## src/rtl/dtmr_pkg.sv

```systemverilog
package dtmr_pkg;

    localparam int NUM_CH = 2;

    localparam logic [31:0] OFS_MODE = 32'h00;
    localparam logic [31:0] OFS_SET0 = 32'h04;
    localparam logic [31:0] OFS_SET1 = 32'h08;
    localparam logic [31:0] OFS_CUR0 = 32'h0C;
    localparam logic [31:0] OFS_CUR1 = 32'h10;
    localparam logic [31:0] OFS_STAT = 32'h14;

    typedef enum logic [2:0] {
        SEL_MODE,
        SEL_SET0,
        SEL_SET1,
        SEL_CUR0,
        SEL_CUR1,
        SEL_STAT,
        SEL_NONE
    } reg_sel_e;

    typedef struct packed {
        logic [NUM_CH-1:0] ie;
        logic [NUM_CH-1:0] rel;
        logic [NUM_CH-1:0] run;
    } mode_t;

    function automatic reg_sel_e decode_addr(input logic [31:0] a);
        case (a)
            OFS_MODE: decode_addr = SEL_MODE;
            OFS_SET0: decode_addr = SEL_SET0;
            OFS_SET1: decode_addr = SEL_SET1;
            OFS_CUR0: decode_addr = SEL_CUR0;
            OFS_CUR1: decode_addr = SEL_CUR1;
            OFS_STAT: decode_addr = SEL_STAT;
            default:  decode_addr = SEL_NONE;
        endcase
    endfunction

    // Mode word layout: run [1:0], reload [5:4], int enable [9:8]
    function automatic logic [31:0] mode_to_word(input mode_t m);
        mode_to_word = 32'({m.ie, 2'b00, m.rel, 2'b00, m.run});
    endfunction

    function automatic mode_t word_to_mode(input logic [31:0] w);
        mode_t m;
        m.run = w[1:0];
        m.rel = w[5:4];
        m.ie  = w[9:8];
        word_to_mode = m;
    endfunction

endpackage

```

## src/rtl/dtmr_mode_reg.sv

```systemverilog
module dtmr_mode_reg
    import dtmr_pkg::*;
(
    input  logic              clk,
    input  logic              rst,
    input  logic              wr,
    input  mode_t             wr_mode,
    input  logic [NUM_CH-1:0] run_clr,
    output mode_t             mode_q,
    output logic [NUM_CH-1:0] start
);

    // A start is a run bit written from 0 to 1
    assign start = wr ? (wr_mode.run & ~mode_q.run) : '0;

    always_ff @(posedge clk) begin
        if (rst) begin
            mode_q <= '0;
        end else if (wr) begin
            mode_q <= wr_mode;
        end else begin
            mode_q.run <= mode_q.run & ~run_clr;
        end
    end

endmodule

```

## src/rtl/dtmr_channel.sv

```systemverilog
module dtmr_channel #(
    parameter int CNT_W = 16
) (
    input  logic             clk,
    input  logic             rst,
    input  logic             start,
    input  logic             run,
    input  logic             rel,
    input  logic             set_wr,
    input  logic [CNT_W-1:0] set_data,
    input  logic             evt_pend,
    output logic [CNT_W-1:0] cnt_q,
    output logic [CNT_W-1:0] set_q,
    output logic             tc,
    output logic             run_clr
);

    logic at_zero;

    assign at_zero = (cnt_q == '0);
    assign tc      = run & at_zero;
    assign run_clr = tc & ~rel;

    always_ff @(posedge clk) begin
        if (rst) begin
            set_q <= '0;
        end else if (set_wr && !evt_pend) begin
            set_q <= set_data;
        end
    end

    always_ff @(posedge clk) begin
        if (rst) begin
            cnt_q <= '0;
        end else if (start) begin
            cnt_q <= set_q;
        end else if (run) begin
            if (at_zero) begin
                cnt_q <= rel ? set_q : '0;
            end else begin
                cnt_q <= cnt_q - 1'b1;
            end
        end
    end

endmodule

```

## src/rtl/dtmr_status.sv

```systemverilog
module dtmr_status
    import dtmr_pkg::*;
(
    input  logic              clk,
    input  logic              rst,
    input  logic [NUM_CH-1:0] tc,
    input  logic              clr,
    input  logic [NUM_CH-1:0] ie,
    output logic [NUM_CH-1:0] evt_q,
    output logic              irq
);

    logic [NUM_CH-1:0] kept;

    assign kept = clr ? '0 : evt_q;
    assign irq  = |(evt_q & ie);

    always_ff @(posedge clk) begin
        if (rst) begin
            evt_q <= '0;
        end else begin
            evt_q <= kept | tc;
        end
    end

endmodule

```

## src/rtl/dual_down_timer.sv

```systemverilog
module dual_down_timer
    import dtmr_pkg::*;
#(
    parameter int ADDR_W = 8,
    parameter int DATA_W = 32,
    parameter int CNT_W  = 16
) (
    input  logic              clk,
    input  logic              rst,
    input  logic [ADDR_W-1:0] addr,
    input  logic              wr_en,
    input  logic [DATA_W-1:0] wr_data,
    input  logic              rd_en,
    output logic [DATA_W-1:0] rd_data,
    output logic              irq
);

    reg_sel_e                      sel;
    mode_t                         mode_q;
    logic [NUM_CH-1:0]             start;
    logic [NUM_CH-1:0]             tc;
    logic [NUM_CH-1:0]             run_clr;
    logic [NUM_CH-1:0]             evt_q;
    logic [NUM_CH-1:0][CNT_W-1:0]  cnt_q;
    logic [NUM_CH-1:0][CNT_W-1:0]  set_q;
    logic [31:0]                   wr_word;
    logic                          mode_wr;
    logic                          stat_rd;
    logic [DATA_W-1:0]             rd_next;
    logic                          unused_wr_bits;

    assign sel     = decode_addr(32'(addr));
    assign wr_word = 32'(wr_data);
    assign mode_wr = wr_en && (sel == SEL_MODE);
    assign stat_rd = rd_en && (sel == SEL_STAT);
    assign unused_wr_bits = ^wr_word;

    dtmr_mode_reg u_mode (
        .clk     (clk),
        .rst     (rst),
        .wr      (mode_wr),
        .wr_mode (word_to_mode(wr_word)),
        .run_clr (run_clr),
        .mode_q  (mode_q),
        .start   (start)
    );

    for (genvar ch = 0; ch < NUM_CH; ch++) begin : g_ch
        localparam reg_sel_e SET_SEL = (ch == 0) ? SEL_SET0 : SEL_SET1;
        dtmr_channel #(.CNT_W(CNT_W)) u_ch (
            .clk      (clk),
            .rst      (rst),
            .start    (start[ch]),
            .run      (mode_q.run[ch]),
            .rel      (mode_q.rel[ch]),
            .set_wr   (wr_en && (sel == SET_SEL)),
            .set_data (wr_data[CNT_W-1:0]),
            .evt_pend (evt_q[ch]),
            .cnt_q    (cnt_q[ch]),
            .set_q    (set_q[ch]),
            .tc       (tc[ch]),
            .run_clr  (run_clr[ch])
        );
    end

    dtmr_status u_stat (
        .clk   (clk),
        .rst   (rst),
        .tc    (tc),
        .clr   (stat_rd),
        .ie    (mode_q.ie),
        .evt_q (evt_q),
        .irq   (irq)
    );

    always_comb begin
        case (sel)
            SEL_MODE: rd_next = DATA_W'(mode_to_word(mode_q));
            SEL_SET0: rd_next = DATA_W'(set_q[0]);
            SEL_SET1: rd_next = DATA_W'(set_q[1]);
            SEL_CUR0: rd_next = DATA_W'(cnt_q[0]);
            SEL_CUR1: rd_next = DATA_W'(cnt_q[1]);
            SEL_STAT: rd_next = DATA_W'(evt_q);
            default:  rd_next = '0;
        endcase
    end

    always_ff @(posedge clk) begin
        if (rst) begin
            rd_data <= '0;
        end else if (rd_en) begin
            rd_data <= rd_next;
        end
    end

endmodule

```

## config.mk

```make
export PLATFORM = sky130hd
export DESIGN_NAME = dual_down_timer
export DESIGN_NICKNAME = d
export VERILOG_FILES = /design/src/rtl/dtmr_pkg.sv /design/src/rtl/dtmr_mode_reg.sv /design/src/rtl/dtmr_channel.sv /design/src/rtl/dtmr_status.sv /design/src/rtl/dual_down_timer.sv
export SDC_FILE = /design/constraint.sdc
export NUM_CORES = 1
export LEC_CHECK = 0
export ABC_AREA = 1
export BUFFER_PORTS_ARGS = -buffer_cell sky130_fd_sc_hd__buf_2
export CORE_MARGIN = 3
export CORE_UTILIZATION = 48
export CTS_CLUSTER_DIAMETER = 200
export CTS_CLUSTER_SIZE = 40
export DETAILED_ROUTE_END_ITERATION = 12
export HOLD_SLACK_MARGIN = 0.15
export PLACE_DENSITY = 0.67
export SLEW_MARGIN = 40
export SYNTH_ARGS = -nofsm -noshare
export SYNTH_HDL_FRONTEND = slang
export SYNTH_SLANG_ARGS = --single-unit
```

## constraint.sdc

```tcl
create_clock -name clk -period 5.84 [get_ports clk]
set_input_delay 0.292 -clock clk [delete_from_list [all_inputs] [get_ports clk]]
set_output_delay 0.292 -clock clk [all_outputs]
set_load 0.05 [all_outputs]
```

==> results of run 1 <==
-- cells in the mapped netlist (5+ instances only) --
master,n
dfxtp_1,88
nand3b_1,5
nand3_1,77
a21oi_1,51
buf_4,16
xor2_1,14
nand4_1,20
o21ai_0,33
buf_2,10
xnor2_1,6
inv_1,81
clkbuf_1,20
nor3_1,9
nand2_1,212
a211oi_1,32
nor2_1,137
-- report_power, final --
group          internal, mW  switching [mW]
logic                0.0223          0.0780
registers             0.601         0.00295
clock network         0.339           0.264
total                 0.963           0.345
-- registers in the layout, summed over array words and instances, names as in the netlist --
| signal | cells |
|---|---|
| g_ch.u_ch.set_q | 32 |
| u_stat.evt_q | 2 |
| rd_data | 16 |
| g_ch.u_ch.cnt_q | 32 |
| u_mode.mode_q | 6 |
-- path summary, 6_finish.rpt --
kind	slack, ns	to	depth (start not counted)	start
max	2.53	g_ch[1].u_ch.set_q[12]	14	addr[7]
max reg2reg	3.52	g_ch[0].u_ch.cnt_q[6]	11	g_ch[0].u_ch.cnt_q[0]
min reg2reg	0.46	rd_data[8]	2	rd_data[8]
min	0.20	g_ch[0].u_ch.set_q[7]	3	wr_data[7]
-- critical path, cell delays in order --
cell and delay [ns]:
buf_2 0.10, nor2_1 0.22, nand2_1 0.10, nor3_1 0.51, inv_1 0.10, ha_1 0.23, nand3_4 0.15, nand2_1 0.10
nor2_2 0.48, nand2_1 0.14, nor2_2 0.51, buf_4 0.35, nor2_1 0.07, a211oi_1 0.20
-- layer usage --
layer	track usage, %	part of all wire [%]	up-vias
met3	5.067	7.5	31
met1	36.73	45	2630
li1	-	-	2810
met2	43.37	46	238
met5	0	0	-
met4	7.212	2.0	0
-- placed cells by master, fill, tap and decap left out, types with 2 or more instances in the layout --
| master | n |
|---|---|
| nand2_1 | 212 |
| nor2_1 | 134 |
| dfxtp_1 | 88 |
| inv_1 | 80 |
| nand3_1 | 77 |
| a21oi_1 | 51 |
| buf_2 | 44 |
| o21ai_0 | 33 |
| a211oi_1 | 32 |
| nand4_1 | 20 |
| conb_1 | 16 |
| xor2_1 | 14 |
| clkbuf_16 | 9 |
| nor3_1 | 8 |
| nor2_2 | 7 |
| xnor2_1 | 6 |
| nand3b_1 | 5 |
| inv_2 | 4 |
| o21ai_1 | 4 |
| ha_1 | 4 |
| inv_6 | 4 |
| buf_4 | 4 |
| o22ai_1 | 3 |
| nand2_4 | 3 |
| clkinv_1 | 3 |
| nand2_2 | 2 |
| nor2_4 | 2 |
-- layout make-up --
| class | count | area share (%) |
|---|---|---|
| Tap cell | 140 | 2.955 |
| Inverter | 87 | 5.509 |
| Timing Repair Buffer | 48 | 4.221 |
| Sequential cell | 88 | 29.72 |
| Clock buffer | 10 | 3.862 |
| Clock inverter | 6 | 1.245 |
| Multi-Input combinational cell | 646 | 52.49 |
-- cells by family after synthesis --
kind of cell / share of synthesized area (%)
flops: 32.65
fa+ha+maj: 0.9277
other cells: 0.06951
buf+inv: 10.95
xor+xnor: 3.247
simple gates: 38.20
compound gates: 13.96
==> summary.txt, run 1 <==
Routing
  – Via count: 5709
  – DR iter-0 viols: around 530
  – WL final: between 15 and 20 mm
  – Drt drc: 0
  – Post-DR vias/cell: 5.570
  – Detailed Routing Iterations Pass 1: 6
  – Routed len/inst: between 15 and 20 um
  – Post-DRT Antenna Nets: 0

Logic synthesis
  – Cell Area, Synth: roughly 5400 um2
  – Synth Instances: 855
  – Flops & latches, synth: 88
  – Post-synth EDFFs: 0
  – Synth Area per Inst: 6.310 um2
  – Share of the synthesized area in the top cell type: 32.65%
  – YS warnings: 0
  – Synth area leader: dfxtp_1
  – Ys flop type: dfxtp_1
  – Asr flop ratio synth: 0%
  – Sequential element share of the synthesized area: approximately a third
  – Largest cells by area after synthesis: dfxtp_1 33%, nand2_1 15%, nor2_1 9.5%, nand3_1 7.1%, inv_1 5.6%
  – Library cells used by synthesis: 40

Pwr
  – Max VDD drop: about 0.00018 V
  – Leakage: roughly 2.7 nW
  – PwrDens: around 220 nW/um2
  – Power Total: between 1 and 1.5 mW

Placed design
  – Dpl hpwl: between 10 and 15 mm
  – Routability cong.: between 0.9 and 1
  – Placed Instances: just over 1000
  – Buffers on Ports: 44
  – Dpl ws: around 2.0 ns
  – Placed Area: roughly 5600 um2

Timing
  – Final period utilization: between 50% and 60%
  – F_max: 302.2 MHz
  – Setup_tns: 0 ns
  – Final setup vio count: 0
  – Worst Tran Pin Value: 0.7895 ns
  – Clk_skew: ~0.0087 ns
  – Final worst setup slack: about 2.5 ns
  – Final hold slack: just over 0.2 ns
  – Hold Vio Cnt, Final: 0
  – RSZ-0062 raised after global routing: no
  – Slew margin rel.: a little under half
  – Post-layout minimum cycle time: 3.309 ns
  – Max-slew violations: 0

Final layout
  – Fillcell total: 1123
  – Area grow syn2layout: 9.879%
  – Non-Filler Instances: 1025
  – Layout Utilization: between 50% and 60%
  – Area of the multi-input gates: roughly 3100 um2
  – Share of cells above drive strength 1: 9.831%
  – Post-Layout Inst Area: roughly 5900 um2
  – Register area: approximately 1800 um2
  – Fin nets: roughly 930
  – Diode count: 0

Die
  – Die Wd: about 110 um
  – Initial Utilization: between 40% and 50%
  – Die area: 12550 um2
  – Core area: 10940 um2
  – I/O pins: 77
  – Die Y: between 100 and 150 um
  – Row count: 38

CTS
  – Post-CTS Hold Buffers: 0
  – Clock Tree Root: clkbuf_16
  – CTS tree: done
  – Worst-path clk slew: around 0.070 ns
  – Max H-tree Level: 3
  – CTS Sinks: 88
  – Post-CTS sizing: 0
  – Clock Path Buffers: 2
  – Post-CTS setup buffer count: 0
  – Worst-Skew Late Latency: roughly 0.35 ns
  – Num CTS Buffers: 9

GRT
  – Vias in the first global route: ~5200
  – First-pass GRT wire length: around 27 mm
  – Initial antenna violation count: 0
  – Pin count of the biggest net entering global routing: 66
  – Total GRT Usage: 26.72%
  – Total gr overflow: 0

Critical path
  – Worst EP required: just over 6 ns
  – Setup Crit Path Kind: input port to flip-flop
  – Critical Path Source Type: input port
  – CP Capture Type: flip-flop
  – Crit Path Max Fanout: 18
  – Worst EP arrival: around 3.6 ns

Run status
  – Status: finished clean

Hold path
  – Min-delay worst type: input port to flip-flop

Run
  – Max Cap Viol: 0
No activity file was read; power rests on OpenSTA's default activity.
==> run 2: changes to the inputs <==
Settings changed: ABC_AREA 1 to 0.
Clock period 5.84 ns to 3.4 ns, I/O delays scaled along.
==> run 2 against run 1 <==
  * Worst setup slack worse by 1.9 ns
  * Cell count down 20%
  * Global-route usage increased by 1.6 points
  * Clock-buffer cell count up 2
  * Synthesized area shrank 7.3%
  * Via count decreased by 7.0%
  * Sequential power increased by 71%
  * Critical path depth fell by 7
  * Register-to-register slack lost 2.9 ns
  * Cell area decreased by 5.0%
  * Combinational power rose by 57%
  * Die area fell by 6.9%
  * Critical path type is now flip-flop to flip-flop
  * Critical endpoint is now g_ch[0].u_ch.cnt_q[1]
  * Largest cell class unchanged
==> summary.txt, run 2 <==
Logic synthesis
  – YS warnings: 0
  – Library cells used by synthesis: between 60 and 70
  – Top-count cell post-synth: nand2_1
  – Ys flop type: dfxtp_1
  – Synth Area in Compound Gates: a little over a quarter
  – Asr flop ratio synth: 0%
  – Synth top cells by count: 128 x nand2_1, 88 x dfxtp_1, 55 x a21oi_1, 37 x clkbuf_1, 28 x nor2_1
  – Synth Area per Inst: between 7 and 8 um2
  – Main combinational cell family by area after synthesis: compound AO/OA/AOI/OAI gates
  – Largest cells by area after synthesis: dfxtp_1 35%, nand2_1 9.6%, a21oi_1 5.5%, a221oi_1 3.0%, clkbuf_1 2.8%
  – Cell Area, Synth: 5002 um2
  – Post-synthesis xor/xnor area fraction: between 1.5 and 2%
  – Post-synth EDFFs: 0
  – Share of the synthesized area in the top cell type: 35.22%
  – Sequential element share of the synthesized area: 35.22%
  – Synth area leader: dfxtp_1
  – Flops & latches, synth: around 90
  – Synth Area in Simple Gates: 25.29%
  – Adder-Cell Fraction of Synth Area: between 1 and 1.5%
  – Synth Instances: between 600 and 700
  – Multiplexer share of the synthesized area: between 2 and 3%

Placed design
  – Dpl hpwl: roughly 12 mm
  – Buffers on Ports: 44
  – Dpl ws: between 0.4 and 0.5 ns
  – Placed Instances: approximately 790
  – Placed Area: roughly 5200 um2
  – Routability cong.: just under 1

Final layout
  – Most common cell after layout, fill and taps aside: nand2_1
  – Top Registers: g_ch.u_ch.cnt_q x32, g_ch.u_ch.set_q x32, rd_data x16
  – Post-Layout Inst Area: about 5600 um2
  – Area grow syn2layout: 12.63%
  – Diode count: 0
  – Share of cells above drive strength 1: between 10% and 20%
  – Most frequent cells in the layout: 128 x nand2_1, 88 x dfxtp_1, 55 x a21oi_1
  – Layout Utilization: between 50% and 60%
  – Non-Filler Instances: ~800
  – Fin nets: approximately 740

Routing
  – DR iter-0 viols: approximately 420
  – Via count: about 5300
  – Post-DRT Antenna Nets: 0
  – Detailed Routing Iterations Pass 1: 6
  – Drt drc: 0
  – WL final: between 15 and 20 mm
  – Routed len/inst: around 20 um
  – Post-DR vias/cell: between 6 and 7

Pwr
  – Max VDD drop: 0.0002010 V
  – Power Total: approximately 2.0 mW
  – Sw Share: ~24%
  – Clock share of power: about 41%
  – Combinational power share: 7.8%
  – PwrDens: between 300 and 400 nW/um2
  – Internal power: about 1.5 mW
  – Flop pwr share: about half
  – Leakage: between 2 and 2.5 nW
  – Net Sw Power: about 0.5 mW

Die
  – Initial Utilization: 50.25%
  – Row count: 36
  – Die Y: 108.1 um
  – Core area: between 9000 and 10000 um2
  – I/O pins: 77
  – Die Wd: 108.1 um
  – Die area: 11680 um2

Timing
  – Final setup vio count: 0
  – Max-slew violations: 0
  – Clk_skew: between 0.007 and 0.008 ns
  – Final worst setup slack: 0.6420 ns
  – Post-layout minimum cycle time: approximately 2.8 ns
  – RSZ-0062 raised after global routing: no
  – Hold Vio Cnt, Final: 0
  – F_max: about 360 MHz
  – Worst Tran Pin Value: between 0.8 and 0.9 ns
  – Setup_tns: 0 ns
  – Final period utilization: between 80% and 90%
  – Slew margin rel.: 42.20%
  – Final hold slack: ~0.20 ns

GRT
  – Initial antenna violation count: 0
  – First-pass GRT wire length: around 26 mm
  – Pin count of the biggest net entering global routing: 38
  – Vias in the first global route: 5055
  – Total GRT Usage: between 20% and 30%
  – Total gr overflow: 0

CTS
  – Clock Tree Root: clkbuf_8
  – Worst-Skew Late Latency: approximately 0.35 ns
  – Clock Path Buffers: 2
  – CTS Sinks: 88
  – Num CTS Buffers: 9
  – Worst-path clk slew: 0.09 ns
  – CTS tree: done
  – Max H-tree Level: 3

Critical path
  – Setup Crit Path Kind: flip-flop to flip-flop
  – Worst EP required: ~3.7 ns
  – Crit Path Max Fanout: 7
  – Critical Path Source Type: flip-flop
  – Worst EP arrival: 3.02 ns
  – CP Capture Type: flip-flop

Run
  – Max Cap Viol: 0

Hold path
  – Min-delay worst type: input port to flip-flop

Run status
  – Status: finished clean
[run 2: changes by cell type after synthesis, sizes merged, moves of 13 or more]
cell	delta
a211oi	-23
mux2i	+13
nor2	-115
nand2	-89
a221oi	+17
nor3	+16
clkbuf	+17
o21ai	-18
nand3	-64
inv	-59
[run 2: metal layers]
| metal | up-vias | global-route usage (%) | wire, um |
|---|---|---|---|
| li1 | 2448 | - | - |
| met1 | 2520 | 37.52 | 6935 |
| met2 | 287 | 45.69 | 7606 |
| met3 | 56 | 4.060 | 1254 |
| met4 | 0 | 12.71 | 613 |
| met5 | - | 0 | 0 |
[run 2: final cells by class]
cell class | count | area [um2]
clock buffers | 12 | 155.1
clock inverters | 3 | 65.06
fillers | 970 | 4320
inverters | 25 | 93.84
multi-input cells | 493 | 2937
flip-flops and latches | 88 | 1762
well taps | 133 | 166.4
repair buffers | 70 | 455.4
[run 2: critical path: stages (launching register included)]
cell      delay [ns]
dfxtp_1         0.36
inv_1           0.11
ha_1            0.20
nor3b_1         0.50
nand4_1         0.41
o21ai_0         0.70
nand2_1         0.12
a221oi_1        0.27
[run 2: timing repair]
item,4_1_cts,5_1_grt
setup buffers,0,0
hold buffers,16,0
endpoints found under the hold margin,36,0
gates resized for setup,0,0
[run 2: final timing paths]
kind | start | endpoint | slack [ns] | cells after the start
min | wr_en | u_mode.mode_q[4] | 0.20 | 3
max reg2reg | g_ch[0].u_ch.cnt_q[0] | g_ch[0].u_ch.cnt_q[1] | 0.64 | 7
max | g_ch[0].u_ch.cnt_q[0] | g_ch[0].u_ch.cnt_q[1] | 0.64 | 7
min reg2reg | g_ch[0].u_ch.set_q[9] | g_ch[0].u_ch.set_q[9] | 0.48 | 2
[run 2: cell families (layout without fill, tap and decap cells)]
family | count (synthesis) | count (layout)
simple gates | 261 | 261
compound gates | 188 | 188
flops | 88 | 88
buf+inv | 83 | 110
mux | 14 | 14
xor+xnor | 10 | 10
fa+ha+maj | 4 | 4
other cells | 1 | 16
[run 2: power groups by stage]
stage          clock network (mW)  registers, mW  logic, mW
3_5_place_dp                    0           1.06      0.139
2_1_floorplan                   0           1.06      0.109
6_report                    0.821           1.03      0.157
5_1_grt                     0.866           1.03      0.167
3_3_place_gp                    0           1.06      0.137
4_1_cts                     0.825           1.03      0.153
==> run 3: changes to the inputs <==
Settings changed: PLACE_DENSITY 0.67 to 0.7.
Clock period 3.4 ns to 2.4 ns, I/O delays scaled along.
==> run 3 against run 2 <==
  * Non-clock buffer count rose by 24
  * Clock skew rose by 0.0069 ns
  * Largest power group unchanged
  * Utilization rose by 2.2 points
  * Sequential power rose by 42%
  * Critical path type unchanged
==> summary.txt, run 3 (synthesized netlist as in run 2, its figures left out) <==
Timing
  – Final worst setup slack: 0.1583 ns
  – Post-layout minimum cycle time: between 2 and 2.5 ns
  – Final period utilization: 93.40%
  – RSZ-0062 raised after global routing: no
  – Clk_skew: 0.01440 ns
  – Hold Vio Cnt, Final: 0
  – Slew margin rel.: between 40 and 50%
  – Final setup vio count: 0
  – Worst Tran Pin Value: about 0.83 ns
  – Max-slew violations: 0
  – F_max: 446.1 MHz

Critical path
  – Crit path depth: 7
  – Crit path to: g_ch[0].u_ch.cnt_q[0]
  – FF-to-FF Start: g_ch[0].u_ch.cnt_q[0]
  – Top delay family on crit path: simple AND/OR/NAND/NOR gates
  – FF-to-FF path depth: 7
  – Max stage delay cell, worst path: or3b_2
  – Worst Setup SP: g_ch[0].u_ch.cnt_q[0]
  – CP cell instances: inv_1, ha_1, or3b_2, nor2_1, nand2_1, a221oi_1, a211oi_1
  – Buffer and inverter count on the worst path: 1
  – Crit Path Max Fanout: 10
  – Highest cell delay on the worst timing path: between 0.5 and 0.6 ns
  – Critical Path Source Type: flip-flop
  – Worst EP required: 2.63 ns
  – Setup Crit Path Kind: flip-flop to flip-flop
  – Worst EP arrival: 2.47 ns
  – Reg-to-reg setup timing slack: around 0.16 ns
  – CP Capture Type: flip-flop
  – R2R Path End: g_ch[0].u_ch.cnt_q[0]

Routing
  – Routed len/inst: 19.28 um
  – Via count: about 5300
  – DR iter-0 viols: slightly below 600
  – Post-DR vias/cell: about 6.3
  – WL final: between 15 and 20 mm
  – Detailed Routing Iterations Pass 1: 5
  – Drt drc: 0
  – Post-DRT Antenna Nets: 0

CTS
  – CTS Sinks: about 90
  – Worst-path clk slew: around 0.08 ns
  – CTS tree: done
  – Post-CTS setup buffer count: 0
  – Worst-Skew Late Latency: about 0.37 ns
  – Clock Tree Root: clkbuf_8
  – Clock Path Buffers: 2
  – Num CTS Buffers: 9
  – Max H-tree Level: 3

Die
  – Die Wd: 108.1 um
  – Core area: 9955 um2
  – I/O pins: between 70 and 80
  – Row count: 36
  – Die area: between 10000 and 15000 um2
  – Die Y: between 100 and 150 um
  – Initial Utilization: a little over 50%

Hold path
  – Min-delay worst type: input port to flip-flop

Run status
  – Status: finished clean

Final layout
  – Diode count: 0
  – Area grow syn2layout: 17.03%
  – Top Registers: g_ch.u_ch.cnt_q x32, g_ch.u_ch.set_q x32, rd_data x16
  – Most common cell after layout, fill and taps aside: nand2_1
  – Most frequent cells in the layout: 128 x nand2_1, 88 x dfxtp_1, 55 x a21oi_1
  – Fin nets: between 700 and 800
  – Share of cells above drive strength 1: around 15%

Placed design
  – Buffers on Ports: 44
  – Dpl ws: between 0.015 and 0.02 ns
  – Dpl hpwl: approximately 12 mm
  – Routability cong.: about 0.97

GRT
  – First-pass GRT wire length: 25.88 mm
  – Total GRT Usage: between 20% and 30%
  – Initial antenna violation count: 0
  – Pin count of the biggest net entering global routing: 39
  – Vias in the first global route: roughly 5100
  – Total gr overflow: 0

Pwr
  – Max VDD drop: 0.0003489 V
  – PwrDens: 499.6 nW/um2
  – Power Total: 2.925 mW
  – Leakage: between 2 and 2.5 nW

Run
  – Max Cap Viol: 0
run 3: stage by stage:
stage          instance area (um2)  util, %  instances  hold WS [ns]    TNS (ns)
4_1_cts                       5847    58.74        848        0.1833           0
3_5_place_dp                  5431    54.56        815        0.3857           0
3_3_place_gp                  5419    54.44        815        0.3814  -0.0001630
6_report                      5854    58.81        848        0.2094           0
5_1_grt                       5854    58.81        848        0.1813           0
2_1_floorplan                 5059        -        664        0.2560           0
run 3: cell type report:
class                   instances  area [um2]
fillers                       937        4100
multi-input cells             493        2957
flip-flops and latches         88        1762
repair buffers                 94       640.6
well taps                     133       166.4
clock buffers                  12       145.1
inverters                      25       93.84
clock inverters                 3       90.09
run 3: power breakdown:
group | leakage [nW] | switching [mW] | internal (mW) | total [mW]
clock network | 0.117 | 0.514 | 0.716 | 1.23
registers | 0.708 | 0.00326 | 1.46 | 1.46
logic | 1.36 | 0.162 | 0.0694 | 0.232
total | 2.19 | 0.679 | 2.25 | 2.92
run 3: how the worst min path moves through the flow:
stage	from	end	slack (ns)	depth (start not counted)
floorplan	wr_data[11]	g_ch[1].u_ch.set_q[11]	0.26	2
global placement	wr_data[11]	g_ch[0].u_ch.set_q[11]	0.38	3
detailed placement	wr_data[12]	g_ch[1].u_ch.set_q[12]	0.39	3
CTS	rd_en	rd_data[1]	0.18	2
global route	rd_en	rd_data[1]	0.18	2
finish	rd_en	rd_data[1]	0.21	2
run 3: what timing repair did:
item                                    in CTS  in global routing
endpoints found under the hold margin       38                  0
hold buffers                                18                  0
endpoints found under the setup margin       0                 11
gates resized for setup                      0                  2
run 3: per-layer routing:
layer | vias to the layer above | GRT usage, % | part of all wire (%)
met2 | 289 | 45.25 | 46
met3 | 49 | 5.970 | 8.3
met5 | - | 0 | 0
met1 | 2508 | 36.51 | 42
li1 | 2494 | - | -
met4 | 0 | 12.89 | 3.7
